--- src/rtl/gf4k_syndrome_gen.sv ---
module gf4k_syndrome_gen #(
  parameter int NSYN = 8
) (
  input  logic                clk,
  input  logic                rst_n,
  input  logic                start,
  input  logic                sym_valid,
  input  logic                sym_last,
  input  logic [11:0]         sym_data,
  output logic                done,
  output logic                nonzero,
  output logic [NSYN*16-1:0]  syn_words
);

  localparam logic [11:0] ALPHA = 12'h0E01;

  // shift-and-add in GF(64), fold bit 6 with 0x43
  function automatic logic [5:0] gf64_mul(input logic [5:0] a, input logic [5:0] b);
    logic [6:0] sh;
    logic [5:0] acc;
    sh  = {1'b0, b};
    acc = '0;
    for (int k = 0; k < 6; k++) begin
      if (a[k]) acc = acc ^ sh[5:0];
      sh = sh << 1;
      if (sh[6]) sh = sh ^ 7'h43;
    end
    return acc;
  endfunction

  // quadratic extension over GF(64)
  function automatic logic [11:0] gf4k_mul(input logic [11:0] a, input logic [11:0] b);
    logic [5:0] lo_prod, hi, lo;
    lo_prod = gf64_mul(a[5:0], b[5:0]);
    hi = gf64_mul(a[11:6] ^ a[5:0], b[11:6] ^ b[5:0]) ^ lo_prod;
    lo = gf64_mul(gf64_mul(a[11:6], b[11:6]), 6'h21) ^ lo_prod;
    return {hi, lo};
  endfunction

  function automatic logic [11:0] gf4k_pow(input int n);
    logic [11:0] r;
    r = 12'h001;
    for (int k = 0; k < n; k++) r = gf4k_mul(r, ALPHA);
    return r;
  endfunction

  logic [NSYN-1:0] nz_bits;
  logic            take;
  logic [11:0]     feed;

  assign take = start | sym_valid;
  assign feed = sym_valid ? sym_data : 12'h000;

  for (genvar i = 0; i < NSYN; i++) begin : g_syn
    localparam logic [11:0] ROOT = gf4k_pow(i);
    logic [11:0] syn_q, syn_d;

    assign syn_d = gf4k_mul(start ? 12'h000 : syn_q, ROOT) ^ feed;

    always_ff @(posedge clk or negedge rst_n) begin
      if (!rst_n)    syn_q <= '0;
      else if (take) syn_q <= syn_d;
    end

    assign syn_words[16*i +: 16] = {4'h0, syn_q};
    assign nz_bits[i] = |syn_q;
  end

  always_ff @(posedge clk or negedge rst_n) begin
    if (!rst_n) done <= 1'b0;
    else        done <= sym_valid & sym_last;
  end

  assign nonzero = |nz_bits;


  done_after_last_chk: assert property (@(posedge clk) disable iff (!rst_n)
    (sym_valid && sym_last) |=> done);


  no_spurious_done_chk: assert property (@(posedge clk) disable iff (!rst_n)
    !(sym_valid && sym_last) |=> !done);


  start_clears_chk: assert property (@(posedge clk) disable iff (!rst_n)
    (start && !sym_valid) |=> (syn_words == '0 && !nonzero));


  idle_hold_chk: assert property (@(posedge clk) disable iff (!rst_n)
    (!start && !sym_valid) |=> $stable(syn_words));


  start_load_chk: assert property (@(posedge clk) disable iff (!rst_n)
    (start && sym_valid) |=> (syn_words[11:0] == $past(sym_data)));

endmodule

--- config.mk ---
export PLATFORM = sky130hd
export DESIGN_NAME = gf4k_syndrome_gen
export DESIGN_NICKNAME = d
export VERILOG_FILES = /design/src/rtl/gf4k_syndrome_gen.sv
export SDC_FILE = /design/constraint.sdc
export NUM_CORES = 1
export LEC_CHECK = 0
export ABC_AREA = 1
export CORE_MARGIN = 2
export CORE_UTILIZATION = 40
export CTS_CLUSTER_DIAMETER = 30
export DETAILED_ROUTE_END_ITERATION = 10
export PLACE_DENSITY = 0.66
export SKIP_LAST_GASP = 1
export SLEW_MARGIN = 25
export SYNTH_ARGS = -nofsm -noshare
export SYNTH_HDL_FRONTEND = slang
export SYNTH_SLANG_ARGS = --single-unit
--- constraint.sdc ---
create_clock -name clk -period 1.81 [get_ports clk]
set_input_delay 0.362 -clock clk [delete_from_list [all_inputs] [get_ports clk]]
set_output_delay 0.362 -clock clk [all_outputs]
set_load 0.01 [all_outputs]
======== Yosys cells after proc, flatten, opt, wreduce, memory -nomap -nowiden ========
Index checks and enable logic that the tools add are counted.
word-level totals
  output and inout port bits .............. 130
  input port bits ......................... 17
  register bits ........................... 97
operators by class
  bitwise logic cells ..................... 176
  reduce and logical (&&, ||, !) cells .... 1
  muxes and demuxes ....................... 183
operators by type and width
  operator                          count
  2-to-1 mux 6 bit                  73
  2-to-1 mux 5 bit                  36
  XOR 6 bit                         21
  2-to-1 mux 12 bit                 9
  OR reduction 96 bit               1
  XOR 12 bit                        8
  2-to-1 mux 4 bit                  20
  NOT 4 bit                         19
  NOT 3 bit                         24
  NOT 5 bit                         13
  2-to-1 mux 3 bit                  16
  NOT 2 bit                         23
  NOT 1 bit                         42
  2-to-1 mux 2 bit                  14
  NOT 1 bit (first input constant)  19
  2-to-1 mux 1 bit                  15
  NOT 6 bit                         2
  NOT 2 -> 3 bit                    3
  bitwise AND 1 bit                 1
  bitwise OR 1 bit                  1

======== Longest topological paths before layout ========
Gate-level depths: netlist of the first run.
  word-level depth ........................ 21
  mapped depth ............................ 16
  mapped depth without buffers ............ 15

======== Worst setup path before layout of the first run ========
No wires, ideal clock.
  path kind ............................... input port to flip-flop
  from .................................... input start
  to ...................................... register g_syn[1].syn_q[11]
  setup slack ............................. -0.094 ns
  cell stages on the path ................. 10
  setup time .............................. 0.129 ns
  arrival time ............................ 1.775 ns
  path through ............................ buf_6 inv_6 buf_12 buf_12 nand2_1 xor2_1 xnor2_1 xor2_1 xor2_1 o21ai_1
between the ends
  cells in the longest elaborated chain, start to end .. 9
  elaborated cells between the ends (all ways) .. 11
RTL lines
  element               line  text
  from (decl)           6     input logic start,
  2-to-1 mux 12 bit     58    assign syn_d = gf4k_mul(start ? 12'h000 : syn_q, ROOT) ^ feed;
  XOR 6 bit             35    hi = gf64_mul(a[11:6] ^ a[5:0], b[11:6] ^ b[5:0]) ^ lo_prod;
  2-to-1 mux 6 bit      24    if (a[k]) acc = acc ^ sh[5:0];
  NOT 3 bit (no line)   n/a
  2-to-1 mux 6 bit      24
  NOT 2 bit (no line)   n/a
  2-to-1 mux 6 bit      24
  XOR 6 bit             35
  XOR 12 bit            58
  to (signal assigned)  62    else if (take) syn_q <= syn_d;
  to (decl)             56    logic [11:0] syn_q, syn_d;
Parallel ways exist; a longest one is shown, timed or not.
A chain may end at the register's enable or synchronous reset.

======== Worst setup path after layout of the first run ========
  from .................................... register g_syn[1].syn_q[1]
  to ...................................... output nonzero
between the ends
  cells in the longest elaborated chain, start to end .. 1
RTL lines
  element              line  text
  OR reduction 96 bit  74    assign nonzero = |nz_bits;
  to (decl)            11    output logic nonzero,
Every way passes these cells.

==> results of run 1 <==
==> worst max-delay path: stages (launching register included) <==
cell and delay [ns]:
dfrtp_1 0.39, inv_2 0.09, nand4_1 0.21, nor4_2 0.27, buf_4 0.19, nand4_1 0.09
nor2_2 0.13, nand2_1 0.11, buf_2 0.16
==> timing repair <==
| action | in CTS | in global routing |
|---|---|---|
| hold buffers | 1 | 0 |
| hold endpoints to repair | 19 | 0 |
| endpoints found under the setup margin | 85 | 71 |
| resized for setup | 67 | 196 |
| buffers inserted | 11 | 38 |
| pin swaps | 33 | 86 |
| gates cloned | 1 | 0 |
==> cells in the mapped netlist, types with 3 or more instances <==
master and n:
a21oi_1 11, buf_2 5, buf_4 35, buf_6 4, clkbuf_1 16, dfrtp_1 97, inv_1 101, nand2_1 276
nand2_2 7, nand3_1 75, nand3b_1 4, nand4_1 10, nor2_1 48, nor3_1 3, nor4_1 18, o211ai_1 4
o21ai_0 65, o21ai_1 15, o21ai_2 7, o221ai_1 8, o22ai_1 24, or2_1 5, or2_2 7, xnor2_1 72
xnor2_2 3, xor2_1 152
==> report_power, final <==
group | internal, µW | switching, µW | total (µW)
logic | 10300 | 10600 | 20900
clock network | 1210 | 937 | 2150
registers | 3260 | 684 | 3950
==> metrics by stage <==
step	area (µm²)	hold WS (ns)
2_1_floorplan	8310	0.0664
3_3_place_gp	11800	0.281
3_5_place_dp	11800	0.287
4_1_cts	12400	0.459
5_1_grt	13400	0.463
6_report	13400	0.439
==> cell families (layout without fill, tap and decap cells) <==
logic type	after synthesis	in the layout	synth area share
simple gates	455	455	0.242
xor+xnor	229	229	0.253
flops	97	97	0.301
buf+inv	166	586	0.103
other cells	1	32	0.000465
compound gates	140	140	0.100
==> registers in the layout, indices dropped and copies added, names as in the netlist <==
signal       count
done             1
g_syn.syn_q     96
==> how the worst min path moves through the flow <==
stage / from / to / slack (ns) / depth (start not counted)
6_report: rst_n / g_syn[0].syn_q[6]$_DFFE_PN0P_ / 0.44 / 2
5_1_grt: rst_n / g_syn[0].syn_q[5]$_DFFE_PN0P_ / 0.46 / 2
4_1_cts: rst_n / g_syn[0].syn_q[6]$_DFFE_PN0P_ / 0.46 / 2
3_5_place_dp: rst_n / g_syn[0].syn_q[6]$_DFFE_PN0P_ / 0.29 / 1
3_3_place_gp: rst_n / g_syn[0].syn_q[6]$_DFFE_PN0P_ / 0.28 / 1
2_1_floorplan: rst_n / done$_DFF_PN0_ / 0.07 / 0
==> layout by cell type (no fill, tap or decap), types with 19 or more instances in the layout <==
cell type / count
buf_4: 317
nand2_1: 215
xor2_1: 126
dfrtp_1: 96
clkdlybuf4s50_1: 92
inv_1: 85
nand2_2: 56
xnor2_1: 55
nand3_1: 54
o21ai_0: 45
conb_1: 32
nor2_1: 31
xor2_2: 24
o22ai_1: 23
o21ai_1: 20
o21ai_2: 20
buf_6: 20
nand3_2: 19
==> per-layer routing <==
metal  wire length [µm]  up-vias
met5                  0        -
met4               1350        0
met3               2370       96
met2              15500      428
met1              12800     4455
li1                   -     4345
==> area by class of cell <==
cell class	instances	area, µm²	area share
Timing Repair Buffer	466	4060	0.303
Tap cell	265	332	0.0247
Clock buffer	11	233	0.0174
Timing Repair inverter	1	3.75	0.000280
Sequential cell	97	2430	0.181
Inverter	103	412	0.0307
Clock inverter	5	80.1	0.00597
Multi-Input combinational cell	856	5860	0.437
==> results by group, run 1 <==
GRT
  • First-pass GRT wire length: 46,400 µm
  • Gr usage total: 0.281
  • Met2 Use GR: 0.464
  • M3 GR Usage: 0.0455
  • Largest net degree at the start of global routing: 35
  • Vias in the first global route: 8,613
  • Antenna violations before repair: 0
  • Global route total overflow: 0
  • GR Layer Usage met1: 0.363
  • GRT busiest layer: met2

Timing
  • Fin. Hold Viols: 0
  • Fmax achieved: 0.423 GHz
  • Fin crit period: 2.36 ns
  • Setup WS post-layout: -0.554 ns
  • Slew Viols, Final: 0
  • Setup TNS: -2.13 ns
  • Clock Skew: 0.00847 ns
  • Slew HR: 0.668
  • Final worst path period share: 1.31
  • Final setup fails: 23
  • Worst-Margin Slew: 0.492 ns
  • Unrepaired setup endpoints after global routing: true

Logic synthesis
  • Yosys warning total: 0
  • Synthesized cell area: 8060 µm²
  • Syn_area_per_cell: 7.41 µm²
  • Seq/Total Area, Yosys: 0.301
  • Yosys cell types: 38
  • Post-synth EDFFs: 0
  • Syn Inst Count: 1,088
  • Yosys top cell by area: dfrtp_1
  • Top cell type's share of synthesized area: 0.301
  • Synthesis-stage register bit count: 97
  • Ys flop type: dfrtp_1
  • Post-synth ARST share: 1.00
  • Area contributors post-synth: dfrtp_1, xor2_1, nand2_1, xnor2_1, inv_1

Placement
  • Dpl ws: -0.780 ns
  • Gpl congestion: 0.959
  • Placed cells: 1,747
  • Final HPWL DP: 23,400 µm
  • PortBufs: 114

Job
  • Max Cap Violations: 0

Clocking
  • Reg clk slew, reported paths: 0.07 ns
  • Clock Path Buffers: 2
  • CTS tree: yes
  • H-tree Lvls: 3
  • CTS sink count: 97
  • Clock Latency Late Sink: 0.37 ns
  • Root Driver: clkbuf_16
  • Num CTS Buffers: 9

Floorplanning
  • Initial Util: 0.411
  • Cell Rows: 51
  • DIE AREA: 21,300 µm²
  • Die extent in x: 146 µm
  • Io pins: 147
  • Die Y: 146 µm
  • Core Area: 19,600 µm²

Route
  • DRT antenna net count: 0
  • First-pass detailed-route iteration total: 5
  • Wirelength per Cell: 17.8 µm
  • Via count: 9,324
  • DRC: 0
  • Initial DRC count: 703
  • Post-DR vias/cell: 5.17
  • Post-Route WL: 32,100 µm

Worst setup path
  • Arr. time, crit path: 2.00 ns
  • CP Capture Type: primary output
  • Worst R2R End: g_syn[2].syn_q[6]$_DFFE_PN0P_
  • Crit path launch: g_syn[1].syn_q[1]$_DFFE_PN0P_
  • Required time of the critical path: 1.45 ns
  • Reg-to-Reg Start: g_syn[2].syn_q[2]$_DFFE_PN0P_
  • Worst setup path end: nonzero
  • Crit path kind: register to primary output
  • R2r setup slk: -0.18 ns
  • Register-to-Register Path Depth: 13
  • Worst Setup Start Kind: register
  • Worst-path fanout max: 2

Power
  • Total power: 27,000 µW
  • Max IR drop VDD: 0.00104 V
  • Leak pwr: 0.00655 µW
  • Pwr Density: 2010 nW/µm²

Final layout
  • Final non-filler cell total: 1,804
  • Synth-to-Final Area Change: 66.3%
  • Final #Nets: 1,551
  • Ratio of cells with drive above 1 in the final layout: 0.377
  • FILL cells: 1,574
  • # diodes: 0
  • Final core utilization: 0.684

Status
  • Failing checks: setup timing
  • Status: complete, but fails checks

Hold path
  • Hold Path Class: input port to asynchronous set/reset pin
(Power assumes the default switching activity.)
==> inputs of run 2 (changes only) <==
CORE_ASPECT_RATIO = 1.75   (was unset)
==> run 2 against run 1 <==
Against the previous run:
- sequential cell count stayed put
- die area is 0.21% higher
- count of clock-buffer cells in the layout is 2 lower
- total power is 5.2% higher
- critical endpoint unchanged
- the flow still finishes with violations (setup timing)
- global-route usage is 1.4 points higher
- cell area is 3.0% higher
- hold slack worse by 0.043 ns
- worst setup slack worse by 0.040 ns
- final cell count is 0.17% higher
- via count is 2.9% higher
- wire length is 8.2% higher
- fmax is 1.7% lower
==> results by group, run 2 (synthesis results as in run 1) <==
Status
  • Status: complete, but fails checks
  • Failing checks: setup timing

Clocking
  • CTS tree: yes
  • CTS sink count: 97
  • Num CTS Buffers: 9
  • Reg clk slew, reported paths: 0.08 ns
  • Root Driver: clkbuf_16
  • Clock Latency Late Sink: 0.37 ns
  • H-tree Lvls: 3
  • Clock Path Buffers: 2

Power
  • Pwr Density: 2050 nW/µm²
  • Total power: 28,400 µW
  • Max IR drop VDD: 0.00109 V
  • Leak pwr: 0.00678 µW

Route
  • DRT antenna net count: 0
  • Post-Route WL: 34,700 µm
  • Via count: 9,593
  • Wirelength per Cell: 19.2 µm
  • Post-DR vias/cell: 5.31
  • Initial DRC count: 707
  • DRC: 0
  • First-pass detailed-route iteration total: 5

Floorplanning
  • Die extent in x: 111 µm
  • Cell Rows: 68
  • Die Y: 192 µm
  • Core Area: 19,700 µm²
  • Io pins: 147
  • DIE AREA: 21,300 µm²
  • Initial Util: 0.408

Placement
  • Placed cells: 1,750
  • Dpl ws: -0.767 ns
  • Gpl congestion: 0.967
  • Final HPWL DP: 25,500 µm
  • PortBufs: 114

Timing
  • Fin crit period: 2.40 ns
  • Setup WS post-layout: -0.594 ns
  • Worst-Margin Slew: 0.611 ns
  • Final setup fails: 24
  • Unrepaired setup endpoints after global routing: true
  • Worst hold margin: 0.396 ns
  • Slew Viols, Final: 0
  • Final worst path period share: 1.33
  • Fin. Hold Viols: 0
  • Fmax achieved: 0.416 GHz
  • Slew HR: 0.588
  • Clock Skew: 0.0107 ns

Final layout
  • Final #Nets: 1,574
  • Largest regs: g_syn.syn_q (96), done (1)
  • Most common cell after layout, fill and taps aside: buf_4
  • Ratio of cells with drive above 1 in the final layout: 0.405
  • Top reg by flops: g_syn.syn_q
  • Final non-filler cell total: 1,807
  • Synth-to-Final Area Change: 71.3%
  • # diodes: 0
  • Max reg flops: 96
  • Most frequent cells in the layout: buf_4, nand2_1, xor2_1

Worst setup path
  • Worst R2R End: g_syn[4].syn_q[6]$_DFFE_PN0P_
  • Crit path cell chain: inv_2 > nand4_1 > nor4_4 > buf_4 > nand4_1 > nor2_2 > nand2_1 > buf_2
  • Reg-to-Reg Start: g_syn[4].syn_q[0]$_DFFE_PN0P_
  • Required time of the critical path: 1.45 ns
  • Critical Path Most Common Cell: nand4_1
  • Crit path kind: register to primary output
  • R2r setup slk: -0.25 ns
  • Arr. time, crit path: 2.04 ns
  • CP Capture Type: primary output
  • Worst Setup Start Kind: register
  • Register-to-Register Path Depth: 15
  • Worst-path fanout max: 2
  • Largest stage delay, worst path: 0.40 ns
  • CP max-delay cell: dfrtp_1

GRT
  • Gr usage total: 0.295
  • Antenna violations before repair: 0
  • Global route total overflow: 0
  • Vias in the first global route: 9,043
  • First-pass GRT wire length: 48,100 µm
  • Largest net degree at the start of global routing: 42

Hold path
  • Hold Path Class: input port to asynchronous set/reset pin

Job
  • Max Cap Violations: 0
[run 2: changes by cell type in the layout (fill, tap and decap cells not counted), moves of 4 or more]
cell / change
xnor2_2: +4
xor2_2: +5
buf_4: +11
o21ai_0: -5
or2_2: -4
xor2_1: -5
nand3_1: -11
nand3_2: +10
or2_4: +4
buf_6: +11
clkdlybuf4s50_1: -6
nand2_4: +5
[run 2: timing repair]
action                                 4_1_cts  5_1_grt
endpoints found under the hold margin       10        0
pin swaps                                   34      110
setup endpoints to repair                   85       70
hold buffers                                 1        0
buffers inserted                            17       35
gates cloned                                 1        0
gates resized for setup                     91      235
[run 2: final cells by class]
cell class	count	area [µm²]
timing repair buffer	489	4290
inverter	103	404
sequential	97	2430
clock buffer	9	225
fill	1477	5930
tap	245	307
timing repair inverter	1	3.75
clock inverter	7	78.8
multi-input combinational	856	6060
[run 2: stage by stage]
step	setup TNS, ns	utilization	cell area (µm²)
4_1_cts	-1.30	0.645	12700
2_1_floorplan	-0.352	-	8310
6_report	-2.87	0.699	13800
5_1_grt	-5.41	0.699	13800
3_3_place_gp	-49.03	0.609	12000
3_5_place_dp	-50.83	0.609	12000
[run 2: where the power goes]
part | switching, µW | internal (µW)
logic | 11400 | 11000
clock network | 971 | 1090
registers | 716 | 3260
total | 13000 | 15300
[run 2: worst max-delay path by stage]
stage | from | end | slack [ns] | cells after the start
2_1_floorplan | start | g_syn[6].syn_q[2]$_DFFE_PN0P_ | -0.06 | 11
3_3_place_gp | start | g_syn[5].syn_q[8]$_DFFE_PN0P_ | -0.76 | 10
3_5_place_dp | start | g_syn[3].syn_q[7]$_DFFE_PN0P_ | -0.77 | 10
4_1_cts | g_syn[1].syn_q[7]$_DFFE_PN0P_ | nonzero | -0.54 | 8
5_1_grt | g_syn[3].syn_q[11]$_DFFE_PN0P_ | nonzero | -0.67 | 8
6_report | g_syn[3].syn_q[11]$_DFFE_PN0P_ | nonzero | -0.59 | 8
[run 2: layer usage]
metal / track usage / part of all wire / up-vias
li1: - / - / 4355
met1: 0.312 / 0.35 / 4585
met2: 0.548 / 0.51 / 494
met3: 0.0328 / 0.059 / 159
met4: 0.194 / 0.079 / 0
met5: 0 / 0 / -
[run 2: critical path: cells and delay by family, from the launching register on]
| kind | cells | cell delay, ns |
|---|---|---|
| buf+inv | 3 | 0.38 |
| simple gates | 5 | 0.88 |
| flops | 1 | 0.40 |
==> inputs of run 3 (changes only) <==
PLACE_DENSITY = unset   (was 0.66)
clock period = 3.06 ns   (was 1.81 ns; I/O delays follow)
==> run 3 against run 2 <==
Against the previous run:
- the flow now finishes without violations
- critical path depth shrank 3
- global-route usage fell by 2.5 points
- core utilization down 20 points
- die area is the same
- clock skew about the same
- sequential power decreased by 28%
- register-to-register slack improved by 1.1 ns
- cell area decreased by 28%
- largest cell class unchanged
- largest power group unchanged
==> results by group, run 3 (synthesis results as in run 1) <==
GRT
  • Vias in the first global route: 7,697
  • Gr usage total: 0.270
  • Largest net degree at the start of global routing: 79
  • Global route total overflow: 0
  • First-pass GRT wire length: 43,800 µm
  • Antenna violations before repair: 0

Final layout
  • Top reg by flops: g_syn.syn_q
  • Sequential cell area: 2430 µm²
  • Final #Nets: 1,243
  • Ratio of cells with drive above 1 in the final layout: 0.0796
  • Synth-to-Final Area Change: 23.4%
  • # diodes: 0
  • Largest regs: g_syn.syn_q (96), done (1)
  • Multi-input combinational cell area: 4970 µm²
  • Most common cell after layout, fill and taps aside: nand2_1
  • Most frequent cells in the layout: nand2_1, xor2_1, clkdlybuf4s50_1
  • FILL cells: 2,013
  • Max reg flops: 96

Timing
  • Setup WS post-layout: 0.0867 ns
  • Final worst path period share: 0.972
  • Worst hold margin: 0.298 ns
  • Final setup fails: 0
  • Worst-Margin Slew: 0.707 ns
  • Slew HR: 0.528
  • Fin crit period: 2.97 ns
  • Fmax achieved: 0.336 GHz
  • Fin. Hold Viols: 0
  • Slew Viols, Final: 0
  • Clock Skew: 0.0106 ns

Floorplanning
  • Die Y: 192 µm
  • Core Area: 19,700 µm²
  • Initial Util: 0.408
  • Cell Rows: 68
  • DIE AREA: 21,300 µm²
  • Io pins: 147
  • Die extent in x: 111 µm

Route
  • DRT antenna net count: 0
  • Wirelength per Cell: 19.6 µm
  • Post-DR vias/cell: 5.31
  • Initial DRC count: 498
  • Post-Route WL: 28,900 µm
  • Via count: 7,839
  • First-pass detailed-route iteration total: 6
  • DRC: 0

Worst setup path
  • Largest stage delay, worst path: 0.65 ns
  • Reg-to-Reg Start: g_syn[4].syn_q[0]$_DFFE_PN0P_
  • Worst-path fanout max: 3
  • CP max-delay cell: nor4_1
  • Crit path cell chain: nor4_1 > nand3_1 > nor2_1 > nand2_1 > clkdlybuf4s50_1
  • Buffers & Inverters on Critical Path: 1
  • WP depth: 5
  • CP Capture Type: primary output
  • Arr. time, crit path: 2.36 ns
  • Crit path launch: g_syn[7].syn_q[3]$_DFFE_PN0P_
  • Crit path kind: register to primary output
  • Worst Setup Start Kind: register
  • Register-to-Register Path Depth: 15
  • Delay-heaviest family, CP: simple AND/OR/NAND/NOR gates
  • Required time of the critical path: 2.45 ns

Clocking
  • CTS sink count: 97
  • Num CTS Buffers: 9
  • Reg clk slew, reported paths: 0.08 ns
  • Cts hold-fix bufs: 0
  • CTS tree: yes
  • Clock Latency Late Sink: 0.36 ns
  • Clock Path Buffers: 2
  • Root Driver: clkbuf_16
  • H-tree Lvls: 3

Placement
  • Dpl ws: 0.0628 ns
  • Final HPWL DP: 22,300 µm
  • PortBufs: 114
  • Gpl congestion: 0.935

Hold path
  • Hold Path Class: input port to asynchronous set/reset pin

Power
  • Total power: 12,100 µW
  • Pwr Density: 1220 nW/µm²
  • Leak pwr: 0.00459 µW
  • Max IR drop VDD: 0.000583 V

Status
  • Status: completed

Job
  • Max Cap Violations: 0
## run 3: cell types whose count changed in the layout (fill, tap and decap cells not counted), sizes merged, moves of 3 or more
cell / before / now
dlygate4sd2: 8 / 0
dlymetal6s2s: 17 / 0
clkinvlp: 3 / 0
clkdlybuf4s50: 86 / 113
inv: 104 / 108
buf: 376 / 46
## run 3: worst register-to-register path, stage by stage, from the launching register on
cell and delay (ns):
dfrtp_1 0.43, nor2_1 0.07, inv_1 0.12, nand2_1 0.09
nand2_1 0.06, nand2_1 0.07, nor2_1 0.31, nand2_1 0.09
nand2_1 0.18, nand2_1 0.10, nand2_1 0.17, nand2_1 0.12
nand2_1 0.11, nand2_1 0.05, nand3_1 0.07, nand2_1 0.05
## run 3: cell type report
cell class / count / share of cell area
multi-input combinational: 856 / 0.499
sequential: 97 / 0.244
timing repair buffer: 159 / 0.157
inverter: 103 / 0.0394
tap: 245 / 0.0308
clock buffer: 9 / 0.0226
clock inverter: 7 / 0.00666
## run 3: repair_timing
item | 4_1_cts | 5_1_grt
setup buffers | 0 | 0
pin swaps | 0 | 0
endpoints found under the setup margin | 1 | 1
resized for setup | 1 | 6
endpoints found under the hold margin | 0 | 0
## run 3: final timing paths
kind,to,slack (ns)
max in group asynchronous,g_syn[4].syn_q[6]$_DFFE_PN0P_,1.98
min reg2reg,g_syn[0].syn_q[0]$_DFFE_PN0P_,0.58
max reg2reg,g_syn[4].syn_q[0]$_DFFE_PN0P_,0.87
max,nonzero,0.09
min in group clk,g_syn[0].syn_q[0]$_DFFE_PN0P_,0.58
min,g_syn[3].syn_q[11]$_DFFE_PN0P_,0.30
## run 3: where the power goes
part           switching (µW)  internal (µW)  leakage [µW]
Combinational            4470           3630       0.00328
Clock                     605            579      0.000145
Sequential                924           1930       0.00117
## run 3: per-layer routing
metal	track usage	vias to the layer above	share of wire
met3	0.0350	85	0.052
li1	-	3704	-
met4	0.173	0	0.066
met5	0	-	0
met1	0.299	3718	0.37
met2	0.486	332	0.51
## run 3: through the flow
stage / instances / util / cell area, µm² / TNS (ns)
after detailed placement: 1460 / 0.487 / 9620 / 0
after global routing: 1476 / 0.504 / 9950 / -0.00182
after floorplan: 1119 / - / 8180 / 0
after CTS: 1476 / 0.502 / 9920 / 0
final: 1476 / 0.504 / 9950 / 0
after global placement: 1460 / 0.487 / 9620 / 0
